## src/rtl/cks_pkg.sv

```systemverilog
package cks_pkg;
    typedef enum logic [2:0] {
        ST_RUN    = 3'd0,
        ST_HALT   = 3'd1,
        ST_GRANT  = 3'd2,
        ST_QSTART = 3'd3,
        ST_SNOOP  = 3'd4,
        ST_SLEEP  = 3'd5,
        ST_DEEP   = 3'd6
    } cks_state_e;

    localparam int EVT_W = 5;
endpackage

```

## src/rtl/cks_sync.sv

```systemverilog
module cks_sync #(
    parameter int   STAGES  = 2,
    parameter logic RST_VAL = 1'b1
) (
    input  logic clk,
    input  logic rst_n,
    input  logic d,
    output logic q
);
    logic [STAGES-1:0] sh;

    always_ff @(posedge clk) begin
        if (!rst_n) sh <= {STAGES{RST_VAL}};
        else        sh <= {sh[STAGES-2:0], d};
    end

    assign q = sh[STAGES-1];
endmodule

```

## src/rtl/cks_delay_cnt.sv

```systemverilog
module cks_delay_cnt #(
    parameter int W = 4
) (
    input  logic         clk,
    input  logic         rst_n,
    input  logic         load,
    input  logic [W-1:0] load_val,
    input  logic         dec,
    output logic         cnt_zero
);
    logic [W-1:0] cnt;

    always_ff @(posedge clk) begin
        if (!rst_n)                cnt <= '0;
        else if (load)             cnt <= load_val;
        else if (dec && cnt != '0) cnt <= cnt - 1'b1;
    end

    assign cnt_zero = (cnt == '0);
endmodule

```

## src/rtl/cks_evt_hold.sv

```systemverilog
module cks_evt_hold #(
    parameter int N = 5
) (
    input  logic         clk,
    input  logic         rst_n,
    input  logic         capture,
    input  logic         release_i,
    input  logic [N-1:0] evt_in,
    output logic [N-1:0] pend
);
    logic [N-1:0] held;

    for (genvar i = 0; i < N; i++) begin : g_bit
        always_ff @(posedge clk) begin
            if (!rst_n)                     held[i] <= 1'b0;
            else if (capture && evt_in[i])  held[i] <= 1'b1;
            else if (release_i)             held[i] <= 1'b0;
        end
        assign pend[i] = release_i & held[i];
    end
endmodule

```

## src/rtl/cks_ctrl.sv

```systemverilog
module cks_ctrl
    import cks_pkg::*;
#(
    parameter int SG_EXIT_CYC = 10,
    parameter int QS_EXIT_CYC = 8,
    parameter int LOCK_CYC    = 3750,
    parameter int SYNC_STAGES = 2
) (
    input  logic             clk,
    input  logic             rst_n,
    input  logic             grant_mode_strap,
    input  logic             stop_req,
    input  logic             sleep_req,
    input  logic             halt_done,
    input  logic             grant_ack,
    input  logic             snoop_begin,
    input  logic             snoop_end,
    input  logic [EVT_W-1:0] evt_in,
    input  logic             misc_brk,
    input  logic             bus_init_brk,
    input  logic             bclk_present,
    output logic [2:0]       state_code,
    output logic             core_clk_en,
    output logic [EVT_W-1:0] evt_pend
);
    localparam int MAX_A = (SG_EXIT_CYC > QS_EXIT_CYC) ? SG_EXIT_CYC : QS_EXIT_CYC;
    localparam int MAX_C = (LOCK_CYC > MAX_A) ? LOCK_CYC : MAX_A;
    localparam int CW    = $clog2(MAX_C + 1);

    cks_state_e state, nxt, snp_ret, ret_nxt, rst_state, stop_tgt;
    logic       halt_flag, halt_nxt;
    logic       qs_mode;
    logic       bclk_s;
    logic       cnt_ld, cnt_dec, cnt_zero;
    logic [CW-1:0] cnt_val;
    logic       any_halt_brk;

    cks_sync #(.STAGES(SYNC_STAGES), .RST_VAL(1'b1)) u_sync (
        .clk   (clk),
        .rst_n (rst_n),
        .d     (bclk_present),
        .q     (bclk_s)
    );

    cks_delay_cnt #(.W(CW)) u_cnt (
        .clk      (clk),
        .rst_n    (rst_n),
        .load     (cnt_ld),
        .load_val (cnt_val),
        .dec      (cnt_dec),
        .cnt_zero (cnt_zero)
    );

    cks_evt_hold #(.N(EVT_W)) u_evt (
        .clk       (clk),
        .rst_n     (rst_n),
        .capture   (state == ST_GRANT),
        .release_i (core_clk_en),
        .evt_in    (evt_in),
        .pend      (evt_pend)
    );

    always_ff @(posedge clk) begin
        if (!rst_n) qs_mode <= ~grant_mode_strap;
    end

    assign stop_tgt     = qs_mode ? ST_QSTART : ST_GRANT;
    assign rst_state    = stop_req ? (grant_mode_strap ? ST_GRANT : ST_QSTART) : ST_RUN;
    assign any_halt_brk = (|evt_in) | misc_brk | bus_init_brk;
    assign cnt_dec      = (state == ST_RUN) || (state == ST_DEEP && bclk_s);

    always_comb begin
        nxt      = state;
        ret_nxt  = snp_ret;
        halt_nxt = halt_flag;
        cnt_ld   = 1'b0;
        cnt_val  = '0;
        unique case (state)
            ST_RUN: begin
                if (cnt_zero) begin
                    if (stop_req && grant_ack) begin
                        nxt = stop_tgt;
                    end else if (halt_done) begin
                        nxt      = ST_HALT;
                        halt_nxt = 1'b1;
                    end
                end
            end
            ST_HALT: begin
                if (stop_req && grant_ack) begin
                    nxt = stop_tgt;
                end else if (snoop_begin) begin
                    nxt     = ST_SNOOP;
                    ret_nxt = ST_HALT;
                end else if (any_halt_brk) begin
                    nxt      = ST_RUN;
                    halt_nxt = 1'b0;
                end
            end
            ST_GRANT: begin
                if (bus_init_brk) begin
                    nxt      = ST_RUN;
                    halt_nxt = 1'b0;
                    cnt_ld   = 1'b1;
                    cnt_val  = CW'(SG_EXIT_CYC);
                end else if (!stop_req) begin
                    if (halt_flag) begin
                        nxt = ST_HALT;
                    end else begin
                        nxt     = ST_RUN;
                        cnt_ld  = 1'b1;
                        cnt_val = CW'(SG_EXIT_CYC);
                    end
                end else if (snoop_begin) begin
                    nxt     = ST_SNOOP;
                    ret_nxt = ST_GRANT;
                end else if (sleep_req) begin
                    nxt = ST_SLEEP;
                end
            end
            ST_QSTART: begin
                if (!stop_req) begin
                    if (halt_flag) begin
                        nxt = ST_HALT;
                    end else begin
                        nxt     = ST_RUN;
                        cnt_ld  = 1'b1;
                        cnt_val = CW'(QS_EXIT_CYC);
                    end
                end else if (snoop_begin) begin
                    nxt     = ST_SNOOP;
                    ret_nxt = ST_QSTART;
                end else if (!bclk_s) begin
                    nxt     = ST_DEEP;
                    cnt_ld  = 1'b1;
                    cnt_val = CW'(LOCK_CYC);
                end
            end
            ST_SNOOP: begin
                if (snoop_end) nxt = snp_ret;
            end
            ST_SLEEP: begin
                if (!sleep_req) begin
                    nxt = ST_GRANT;
                end else if (!bclk_s) begin
                    nxt     = ST_DEEP;
                    cnt_ld  = 1'b1;
                    cnt_val = CW'(LOCK_CYC);
                end
            end
            ST_DEEP: begin
                if (!bclk_s) begin
                    cnt_ld  = 1'b1;
                    cnt_val = CW'(LOCK_CYC);
                end else if (cnt_zero) begin
                    nxt = qs_mode ? ST_QSTART : ST_SLEEP;
                end
            end
            default: nxt = ST_RUN;
        endcase
    end

    always_ff @(posedge clk) begin
        if (!rst_n) begin
            state     <= rst_state;
            snp_ret   <= ST_RUN;
            halt_flag <= 1'b0;
        end else begin
            state     <= nxt;
            snp_ret   <= ret_nxt;
            halt_flag <= halt_nxt;
        end
    end

    always_comb begin
        state_code  = state;
        core_clk_en = (state == ST_RUN) && cnt_zero;
    end
endmodule

```

## config.mk

```make
export PLATFORM = sky130hd
export DESIGN_NAME = cks_ctrl
export DESIGN_NICKNAME = d
export VERILOG_FILES = /design/src/rtl/cks_pkg.sv /design/src/rtl/cks_sync.sv /design/src/rtl/cks_delay_cnt.sv /design/src/rtl/cks_evt_hold.sv /design/src/rtl/cks_ctrl.sv
export SDC_FILE = /design/constraint.sdc
export NUM_CORES = 1
export LEC_CHECK = 0
export ABC_AREA = 1
export BUFFER_PORTS_ARGS = -buffer_cell sky130_fd_sc_hd__buf_2
export CAP_MARGIN = 20
export CORE_MARGIN = 10
export CORE_UTILIZATION = 57
export DETAILED_ROUTE_END_ITERATION = 10
export GPL_ROUTABILITY_DRIVEN = 0
export PLACE_DENSITY = 0.91
export SKIP_LAST_GASP = 1
export SLEW_MARGIN = 15
export SYNTH_ARGS = -nofsm -noshare
export SYNTH_HDL_FRONTEND = slang
export SYNTH_SLANG_ARGS = --single-unit
```

## constraint.sdc

```tcl
create_clock -name clk -period 1.8 [get_ports clk]
set_input_delay 0.18 -clock clk [delete_from_list [all_inputs] [get_ports clk]]
set_output_delay 0.18 -clock clk [all_outputs]
set_load 0.01 [all_outputs]
```

======== After elaboration in Yosys (flattened, before gate mapping) ========
Cells that the tools add are included.
W data, S select, Z words.
operators by class
  $add $sub $neg .......................... 1
  multipliers ............................. 0
  div/mod/pow operators ................... 0
  $lt $le $gt $ge ......................... 0
  equality and inequality tests ........... 26
  shift operators ......................... 0
  multiplexer cells ....................... 65
  bitwise operators ....................... 8
  reductions and logical operators ........ 25
operators with widths
  cell                     count
  $mux W3                  26
  $mux W12                 6
  $pmux W12 S4             1
  $ne A2 B2 Y1 const B     13
  $mux W1                  23
  $pmux W3 S7              1
  $mux W4                  4
  $reduce_and A8 Y1        2
  $logic_not A12 Y1        1
  $reduce_bool A12 Y1      1
  $reduce_bool A2 Y1       6
  $sub A12 B1 Y12 const B  1
  $eq A3 B3 Y1 const B     3
  $logic_and A1 B1 Y1      9
  $ne A3 B3 Y1 const B     3
  $pmux W3 S3              1
  $reduce_and A7 Y1        1
  $eq A3 B2 Y1 const B     2
  $ne A6 B6 Y1 const B     1
  $reduce_bool A3 Y1       2
  $and A1 B1 Y1            5
  $ne A5 B5 Y1 const B     1
  $reduce_or A5 Y1         1
  $ne A4 B3 Y1 const B     1
  other kinds (9)          10
word-level totals
  register bits after elaboration ......... 27
  latch bits .............................. 0
  memory bits (writable) .................. 0
  bits in read-only memories .............. 0
  bits of input ports ..................... 17
  output and inout port bits .............. 9
  word-level logic and storage cells ...... 136
  memories kept ........................... 0

======== Longest topological paths before layout ========
Gate-level depths: netlist of run 1.
  depth in word-level cells ............... 8
  depth in mapped cells ................... 12
  mapped depth without buffers ............ 11

======== By module ========
A second synthesis of run 1 with hierarchy kept.
unflattened totals
  cell total of the unflattened synthesis .. 319
  area total of the unflattened synthesis .. 1941.9 sq um
modules (own cells, without submodules)
  module         instances  cells each  area each (sq um)  seq. area each (sq um)
  cks_delay_cnt  1          147         909.6              240.2
  cks_ctrl       1          134         769.5              180.2
  cks_evt_hold   1          32          207.7              100.1
  cks_sync       1          6           55.1               40.0

======== Least setup slack after synthesis of run 1 ========
Ideal clock, no wire load.
  path kind ............................... register to register
  from .................................... register state[2] (netlist: state_code[2])
  to ...................................... register state[0] (netlist: state_code[0]) (enable)
  library setup time ...................... 266 ps
  arrival time ............................ 1377 ps
  required time ........................... 1534 ps
  setup slack ............................. 158 ps
  cell stages (with the launch flop) ...... 8
  buffers on the path ..................... 1
  period minus slack after synthesis ...... 1642 ps
  cells stage by stage .................... edfxtp_1 buf_2 nor3_4 nand2_2 nor3_1 o21ai_0 nand2_1 nand2_1
on the way
  cells in the longest elaborated chain, start to end .. 3
  elaborated cells on any way between the ends .. 13
  classes of those cells .................. eq/ne: 11; reduce/logical: 2
RTL lines
  what                                                   RTL line         RTL
  start, declared                                        cks_ctrl.sv:30   cks_state_e state, nxt, snp_ret, ret_nxt, rst_state, stop_tgt;
  start signal, assigned                                 cks_ctrl.sv:165  state <= rst_state;
  start signal, assigned                                 cks_ctrl.sv:169  state <= nxt;
  $eq A3 B2 Y1 (tied with other cells)                   cks_ctrl.sv:78   unique case (state)
  $ne A6 B6 Y1 (no source line) (tied with other cells)  -
  $reduce_and A7 Y1 (no source line) (*)                 -
Every way passes the cells marked *; elsewhere a longest branch is shown, timed or not.
A chain may end at the register's enable or synchronous reset.

======== Final worst setup path of run 1 ========
  from .................................... register u_cnt.cnt[1]
  to ...................................... output evt_pend[3]
on the way
  cells in the longest elaborated chain, start to end .. 3
RTL lines
  what                    RTL line             RTL
  start, declared         cks_delay_cnt.sv:11  logic [W-1:0] cnt;
  start signal, assigned  cks_delay_cnt.sv:15  else if (load) cnt <= load_val;
  start signal, assigned  cks_delay_cnt.sv:16  else if (dec && cnt != '0) cnt <= cnt - 1'b1;
  $logic_not A12 Y1       cks_delay_cnt.sv:19  assign cnt_zero = (cnt == '0);
  $logic_and A1 B1 Y1     cks_ctrl.sv:177      core_clk_en = (state == ST_RUN) && cnt_zero;
  $and A1 B1 Y1           cks_evt_hold.sv:19   assign pend[i] = release_i & held[i];
  end, declared           cks_ctrl.sv:24       output logic [EVT_W-1:0] evt_pend
Every way passes these cells.

==> summary.txt, run 1 <==
Critical path
  • R2r endpoint: state_code[2]$_SDFFCE_PN0P_
  • Crit Path Class: reg -> out
  • Crit start category: flop
  • Crit. Startpoint: u_cnt.cnt[1]$_SDFFE_PN0P_
  • Cells on worst reg2reg path: 9
  • Critical Path End Type: primary output
  • Arr. time, crit path: 1630 ps
  • Critical Path Fanout Max: 7
  • Required time worst endpoint: 1620 ps
  • Crit path to: evt_pend[3]
  • Worst reg2reg setup slack: 80 ps
  • Worst flop-to-flop path startpoint: state_code[2]$_SDFFCE_PN0P_

Cells and area
  • Area growth, synth to finish: 27.5%
  • Final net count: 357
  • # diodes: 0
  • Layout cells sized above 1: 0.285
  • Final Util: 0.748

Route
  • Met2 Wirelength: 2.55 mm
  • Drt first pass iters: 6
  • Antenna Violating Nets Remaining: 0
  • Drt total wl: 5.35 mm
  • Met1 WL: 2.11 mm
  • Routed wire per std cell: 14.5 um
  • Vias per cell: 5.64
  • Vias: 2088
  • Met3 WL: 571 um
  • Top Metal Used: met4
  • Drc violations: 0
  • Initial DRC Count: 338

Synth
  • Post-Synth Simple-Gate Area: 0.412
  • Ys async rst share: 0
  • Syn Inst Count: 291
  • Post-synthesis mux area share: 0
  • Synthesized area: 1760 sq um
  • Post-synthesis xor/xnor area fraction: 0.0199
  • Synth Flop Type: dfxtp_1
  • Register area share after synthesis: 0.318
  • Post-synth EDFFs: 4
  • Main combinational cell family by area after synthesis: simple AND/OR/NAND/NOR gates
  • Synth unique cells: 30
  • Compound-Gate Fraction of Synth Area: 0.121
  • Synth Area per Inst: 6.05 sq um
  • Mapped Nets: 310
  • Synth Area in Adders: 0.0142
  • Syn. warnings: 0
  • #FFs+latches synth: 26

STA
  • Slew of the pin with the lowest slew margin: 484 ps
  • Tcrit/Tclk final: 1.00
  • Slew Viols, Final: 0
  • # setup viols final: 1
  • Fin crit period: 1810 ps
  • Unrepaired setup endpoints after global routing: yes
  • Headroom to the max-slew limit: 0.677
  • Post-Route Skew: 7.81 ps
  • Max Clock Freq: 0.554 GHz
  • Hold Vio Cnt, Final: 0
  • PnR worst setup slack: -5.89 ps
  • Setup TNS: -5.89 ps

Place
  • DP Worst Slack: 25.7 ps
  • Count of input and output buffers: 25
  • HPWL after DPL: 3.41 mm

GRT
  • GRT Util Overall: 0.165
  • Initial antenna violation count: 0
  • Vias in the first global route: 1701
  • Pin count of the biggest net entering global routing: 16
  • Grt ovf: 0
  • Global-route wire length before repair: 7.59 mm

Power
  • Max VDD drop: 0.00116 V
  • Final Power: 4100 uW
  • Power Dens Cells: 1820 nW/um^2
  • P_leak: 0.00113 uW

Clocking
  • Clock Tree Root: clkbuf_4
  • Num CTS Buffers: 3
  • Clock slew at reported path FFs: 160 ps
  • Clock sinks: 26
  • Max H-tree Level: 1
  • Skew-Pair Late Insertion Delay: 340 ps
  • # hold bufs at CTS: 0
  • Clock tree from TritonCTS: done
  • Clock tree buffer depth: 2

Floorplan
  • Die width: 75.6 um
  • Starting density of the core: 0.587
  • Die footprint: 5710 sq um
  • Core ar.: 3000 sq um
  • IO Pins: 26
  • FP Rows: 20
  • Die height: 75.6 um

Outcome
  • Failing checks: negative setup slack
  • Status: complete, but fails checks

Min path
  • Worst Hold Class: in -> reg

Job
  • Max-cap viol count: 0
[area by class of cell]
class	instances	area (sq um)
timing repair buffer	48	303
sequential	26	564
multi-input combinational	214	1120
inverter	45	169
clock buffer	4	47.5
tap	33	41.3
fill	228	757
[cell families after synthesis]
logic type                 after synthesis
DFF                                     26
and+or+nand+nor                        169
AOI/OAI and AO/OA                       39
xor gates and xnor gates                 4
adders and majority gates                2
buffers and inverters                   51
[report_power, final]
group,switching (uW),total (uW),internal [uW]
clock,194,364,170
combinational,1700,2790,1080
sequential,155,947,792
[sequential cells by signal (all words and copies together) (netlist names)]
register,flops
u_cnt.cnt,12
u_evt.held,5
state_code,3
snp_ret,2
u_sync.sh,2
halt_flag,1
qs_mode,1
[metrics by stage]
stage / cells / area [sq um] / hold slack (ps)
floorplan: 291 / 1760 / 287
global placement: 348 / 1930 / 367
detailed placement: 348 / 1930 / 373
CTS: 356 / 2030 / 26.5
global route: 370 / 2250 / 16.3
finish: 370 / 2250 / 11.0
[worst min path at each step]
stage / startpoint / end / cells past startpoint
floorplan: bclk_present / u_sync.sh[0]$_SDFF_PN1_ / 1
global placement: bclk_present / u_sync.sh[0]$_SDFF_PN1_ / 2
detailed placement: bclk_present / u_sync.sh[0]$_SDFF_PN1_ / 2
CTS: bclk_present / u_sync.sh[0]$_SDFF_PN1_ / 2
global route: bclk_present / u_sync.sh[0]$_SDFF_PN1_ / 2
finish: bclk_present / u_sync.sh[0]$_SDFF_PN1_ / 2
[placed cells by master (no fill, tap or decap), types with 4 or more instances in the layout]
cell type   n
nand2_1    72
inv_1      39
nor2_1     37
buf_2      26
buf_4      20
nand3_1    19
dfxtp_1    19
a21oi_1    18
o21ai_0    12
nand2_2    10
nor2_4      9
inv_2       6
nor2_2      6
nor3_1      4
edfxtp_1    4
[synth_stat cells, types with 3 or more instances]
master | n | area (sq um)
nand2_2 | 5 | 31.3
nand3_1 | 22 | 110
dfxtp_1 | 22 | 440
inv_1 | 43 | 161
o21ai_0 | 14 | 70.1
edfxtp_1 | 4 | 120
a21oi_1 | 18 | 90.1
nand4_1 | 3 | 18.8
nor3_1 | 4 | 20.0
nand2_1 | 78 | 293
nor2_1 | 50 | 188
[per-layer routing]
layer / vias up / track usage
li1: 1006 / -
met1: 919 / 0.218
met2: 144 / 0.272
met3: 19 / 0.0299
met4: 0 / 0.0392
met5: - / 0
[critical path: stages, from the launching register on]
cell,delay [ps]
dfxtp_2,370
inv_2,90
ha_4,160
nand3_4,80
nor2_4,140
nand3_2,90
buf_6,150
nor2_1,80
buf_2,130
[what timing repair did]
action,4_1_cts,5_1_grt
setup buffers,4,14
pin swaps,2,10
hold endpoints to repair,0,0
setup endpoints to repair,6,22
gates resized for setup,8,36
Power figures use the tool's default switching activity.
==> inputs of run 2 (changes only) <==
PLACE_DENSITY = 0.84   (was 0.91)
==> summary.txt, run 2 (synthesis results as in run 1) <==
Cells and area
  • Most frequent cells in the layout: 73 x nand2_1, 42 x nor2_1, 39 x inv_1
  • Largest register FFs: 12 (unchanged)
  • Layout cells sized above 1: 0.271 (-0.0140)
  • Leading cell type in the layout, fill and taps excluded: nand2_1
  • Biggest register: u_cnt.cnt
  • Fin cells: 369 (-0.27%)
  • # diodes: 0 (unchanged)
  • Area growth, synth to finish: 27.1%
  • Final net count: 356 (-0.28%)

STA
  • Slew of the pin with the lowest slew margin: 459 ps (-25.4 ps)
  • # setup viols final: 0 (-1)
  • Hold Vio Cnt, Final: 0 (unchanged)
  • Max Clock Freq: 0.561 GHz (+1.3%)
  • Unrepaired setup endpoints after global routing: yes
  • PnR worst setup slack: 18.0 ps (+23.9 ps)
  • Slew Viols, Final: 0 (unchanged)
  • Post-Route Skew: 11.3 ps (+3.51 ps)
  • Headroom to the max-slew limit: 0.694 (+0.0169)
  • Hold slack: 11.4 ps (+0.345 ps)
  • Fin crit period: 1780 ps (-23.9 ps)
  • Tcrit/Tclk final: 0.990 (-0.0133)

Job
  • Max-cap viol count: 0 (unchanged)

Power
  • Max VDD drop: 0.00102 V (-13%)
  • Switch share: 0.498 (-0.00314)
  • Pint: 2040 uW (about the same)
  • Sequential Power Share: 0.233 (+0.002)
  • Power Dens Cells: 1820 nW/um^2 (-0.32%)
  • Logic pwr share: 0.678 (-0.002)
  • Clock power share: 0.089 (about the same)
  • Sw Pwr: 2030 uW (-1.3%)
  • Final Power: 4070 uW (-0.65%)
  • P_leak: 0.00113 uW (about the same)

Place
  • DP Worst Slack: 87.3 ps (+61.7 ps)
  • HPWL after DPL: 3.37 mm (-1.1%)
  • Dpl cells: 346 (-0.57%)
  • Count of input and output buffers: 25 (unchanged)

Floorplan
  • Die width: 75.6 um (unchanged)
  • Starting density of the core: 0.587 (unchanged)
  • IO Pins: 26 (unchanged)
  • FP Rows: 20 (unchanged)
  • Die footprint: 5710 sq um (unchanged)
  • Core ar.: 3000 sq um (unchanged)
  • Die height: 75.6 um (unchanged)

Clocking
  • Clock tree buffer depth: 2 (unchanged)
  • Clock tree from TritonCTS: done
  • Max H-tree Level: 1 (unchanged)
  • Clock sinks: 26 (unchanged)
  • Clock Tree Root: clkbuf_4
  • Num CTS Buffers: 3 (unchanged)
  • Clock slew at reported path FFs: 160 ps (about the same)
  • # hold bufs at CTS: 0 (unchanged)
  • Skew-Pair Late Insertion Delay: 340 ps (about the same)

Critical path
  • Buffers & Inverters on Critical Path: 3 (unchanged)
  • Crit start category: flop
  • Crit Path Class: reg -> out
  • Critical Path End Type: primary output
  • Slowest CP cell: edfxtp_1
  • Arr. time, crit path: 1600 ps (-30 ps)
  • Max stage delay on crit path: 470 ps (+100 ps)
  • Required time worst endpoint: 1620 ps (about the same)
  • Critical Path Fanout Max: 6 (-1)
  • Worst path cell trace: nor2_2 -> nand2_2 -> inv_2 -> nand3_2 -> buf_6 -> nor2_1 -> buf_2
  • CP delay by family, top: flip-flops

GRT
  • Vias in the first global route: 1759 (+3.4%)
  • Global-route wire length before repair: 7.74 mm (+2.0%)
  • Pin count of the biggest net entering global routing: 16 (unchanged)
  • GRT Util Overall: 0.170 (+0.00484)
  • Grt ovf: 0 (unchanged)
  • Initial antenna violation count: 0 (unchanged)

Route
  • Drt first pass iters: 5 (-1)
  • Drt total wl: 5.38 mm (+0.45%)
  • Vias: 2103 (+0.72%)
  • Drc violations: 0 (unchanged)
  • Vias per cell: 5.70 (+0.99%)
  • Antenna Violating Nets Remaining: 0 (unchanged)
  • Routed wire per std cell: 14.6 um (+0.72%)
  • Initial DRC Count: 263 (-22%)

Min path
  • Worst Hold Class: in -> reg

Outcome
  • Status: completed
-- run 2: path summary, 6_finish.rpt --
path / startpoint / slack, ps / to / cells after the start
max: state_code[2]$_SDFFCE_PN0P_ / 20 / evt_pend[3] / 7
max reg2reg: state_code[2]$_SDFFCE_PN0P_ / 40 / state_code[2]$_SDFFCE_PN0P_ / 9
min reg2reg: u_sync.sh[0]$_SDFF_PN1_ / 440 / u_sync.sh[1]$_SDFF_PN1_ / 1
min: bclk_present / 10 / u_sync.sh[0]$_SDFF_PN1_ / 2
-- run 2: worst reg2reg max path: stages, from the launching register on --
cell	delay (ps)
edfxtp_1	470
buf_6	150
buf_4	120
nand2_1	80
nor2_1	70
nand2_1	130
o211ai_1	130
nor2_1	170
nand2_1	90
nand2_2	100
-- run 2: area by class of cell --
type,instances,area (sq um)
fill,228,764
multi-input combinational,214,1110
tap,33,41.3
timing repair buffer,47,303
clock buffer,4,47.5
inverter,45,169
sequential,26,563
-- run 2: power by group through the flow --
stage | registers, uW | clock network (uW) | logic (uW)
5_1_grt | 964 | 380 | 3070
6_report | 948 | 361 | 2760
4_1_cts | 922 | 354 | 2220
2_1_floorplan | 939 | 0 | 1630
3_5_place_dp | 980 | 0 | 1990
3_3_place_gp | 976 | 0 | 1940
-- run 2: per-stage QoR --
stage | utilization | setup TNS, ps | instance area, sq um
detailed placement | 0.638 | 0 | 1920
CTS | 0.678 | 0 | 2040
global route | 0.745 | -859 | 2240
finish | 0.745 | 0 | 2240
floorplan | - | 0 | 1760
global placement | 0.638 | 0 | 1920
-- run 2: layer usage --
metal	track usage	wire length, um
met5	0	0
met1	0.208	2050
met4	0.0680	291
met3	0.0404	592
met2	0.280	2440
-- run 2: repair_timing --
action,in CTS,in global routing
gates resized for setup,7,33
cloned,0,1
pin swaps,4,12
endpoints found under the setup margin,6,24
setup buffers,8,10
==> inputs of run 3 (changes only) <==
RECOVER_POWER = 100   (was unset)
SLEW_MARGIN = 20   (was 15)
==> summary.txt, run 3 (synthesis results as in run 1) <==
Route
  • Vias per cell: 5.71 (+0.24%)
  • Drt first pass iters: 6 (+1)
  • Drt total wl: 5.40 mm (+0.33%)
  • Routed wire per std cell: 14.6 um (+0.33%)
  • Vias: 2108 (+0.24%)
  • Antenna Violating Nets Remaining: 0 (unchanged)
  • Initial DRC Count: 263 (unchanged)
  • Drc violations: 0 (unchanged)

Critical path
  • Critical Path Fanout Max: 7 (+1)
  • Critical Path End Type: flop
  • Required time worst endpoint: 1970 ps (+350 ps)
  • Worst reg2reg setup slack: 7 ps (-30 ps)
  • Arr. time, crit path: 1960 ps (+360 ps)
  • Crit start category: flop
  • Crit Path Class: reg -> reg

Power
  • Power Dens Cells: 1820 nW/um^2 (about the same)
  • P_leak: 0.00112 uW (-0.49%)
  • Max VDD drop: 0.00101 V (about the same)
  • Final Power: 4070 uW (-0.11%)

Job
  • Max-cap viol count: 0 (unchanged)

Clocking
  • Max H-tree Level: 1 (unchanged)
  • Clock tree buffer depth: 2 (unchanged)
  • Clock Tree Root: clkbuf_4
  • Skew-Pair Late Insertion Delay: 340 ps (about the same)
  • Num CTS Buffers: 3 (unchanged)
  • Clock tree from TritonCTS: done
  • Clock slew at reported path FFs: 160 ps (about the same)
  • Clock sinks: 26 (unchanged)

Floorplan
  • IO Pins: 26 (unchanged)
  • Core ar.: 3000 sq um (unchanged)
  • Starting density of the core: 0.587 (unchanged)
  • Die footprint: 5710 sq um (unchanged)
  • Die height: 75.6 um (unchanged)
  • Die width: 75.6 um (unchanged)
  • FP Rows: 20 (unchanged)

STA
  • Tcrit/Tclk final: 0.996 (+0.00636)
  • Slew of the pin with the lowest slew margin: 613 ps (+154 ps)
  • Slew Viols, Final: 0 (unchanged)
  • PnR worst setup slack: 6.57 ps (-11.4 ps)
  • Max Clock Freq: 0.558 GHz (-0.64%)
  • Post-Route Skew: 10.4 ps (-0.872 ps)
  • Hold Vio Cnt, Final: 0 (unchanged)
  • Fin crit period: 1790 ps (+11.4 ps)
  • Unrepaired setup endpoints after global routing: yes
  • # setup viols final: 0 (unchanged)
  • Headroom to the max-slew limit: 0.591 (-0.102)

GRT
  • GRT Util Overall: 0.170 (unchanged)
  • Grt ovf: 0 (unchanged)
  • Busiest grt layer: met2
  • M1 GR Usage: 0.208 (unchanged)
  • GR Layer Usage met3: 0.0404 (unchanged)
  • Vias in the first global route: 1759 (unchanged)
  • Pin count of the biggest net entering global routing: 16 (unchanged)
  • Initial antenna violation count: 0 (unchanged)
  • Global-route wire length before repair: 7.74 mm (unchanged)
  • GR Util met2: 0.280 (unchanged)

Cells and area
  • Largest register FFs: 12 (unchanged)
  • # diodes: 0 (unchanged)
  • Most frequent cells in the layout: 73 x nand2_1, 42 x nor2_1, 39 x inv_1
  • Layout cells sized above 1: 0.265 (-0.00595)
  • Area growth, synth to finish: 26.9%
  • Filler Cells Inserted: 230 (+0.88%)
  • Final Util: 0.745 (-0.000834)
  • Final net count: 356 (unchanged)
  • Biggest register: u_cnt.cnt
  • Leading cell type in the layout, fill and taps excluded: nand2_1

Place
  • Count of input and output buffers: 25 (unchanged)
  • HPWL after DPL: 3.37 mm (unchanged)
  • DP Worst Slack: 87.3 ps (unchanged)

Outcome
  • Status: completed

Min path
  • Worst Hold Class: in -> reg
[run 3: changes by cell type in the layout (fill, tap and decap cells not counted)]
cell	previous run	this run
clkbuf_1	0	2
buf_2	26	24
[run 3: where the power goes]
| group | switching, uW | internal (uW) |
|---|---|---|
| Combinational | 1680 | 1080 |
| Sequential | 156 | 792 |
| Clock | 190 | 170 |
| Total | 2020 | 2040 |
[run 3: final timing paths]
| path | cells after the start | to | startpoint |
|---|---|---|---|
| max | 9 | state_code[0]$_DFFE_PP_ | state_code[2]$_SDFFCE_PN0P_ |
| min reg2reg | 1 | u_sync.sh[1]$_SDFF_PN1_ | u_sync.sh[0]$_SDFF_PN1_ |
| max reg2reg | 9 | state_code[0]$_DFFE_PP_ | state_code[2]$_SDFFCE_PN0P_ |
| min | 2 | u_sync.sh[0]$_SDFF_PN1_ | bclk_present |
[run 3: metal layers]
metal,part of all wire,vias to the layer above
li1,-,1002
met5,0,-
met2,0.45,136
met3,0.11,35
met4,0.053,0
met1,0.39,935
[run 3: worst max-delay path, cell delays in order (launching register included)]
cell and delay (ps):
edfxtp_1 480, buf_6 150, buf_6 140, nor2_4 180
o21ai_0 160, nand2_1 140, nand2_1 100, nand3_1 100
nand2_1 50, o21ai_0 120
[run 3: cell type report]
type	instances	area, sq um	area share
clock buffer	4	47.5	0.0213
inverter	45	169	0.0755
multi-input combinational	214	1110	0.499
sequential	26	563	0.252
tap	33	41.3	0.0185
timing repair buffer	47	300	0.134
[run 3: what timing repair did]
action | in CTS | in global routing
setup endpoints to repair | 6 | 24
pin swaps | 4 | 12
setup buffers | 8 | 10
gates cloned | 0 | 1
gates resized for setup | 7 | 33
hold endpoints to repair | 0 | 0
hold buffers | 0 | 0
[run 3: through the flow]
step,instances,instance area [sq um],setup TNS [ps],hold WS [ps]
finish,369,2240,0,12.4
global route,369,2240,-982,18.1
detailed placement,346,1920,0,368
global placement,346,1920,0,365
CTS,358,2040,0,24.3
floorplan,291,1760,0,287
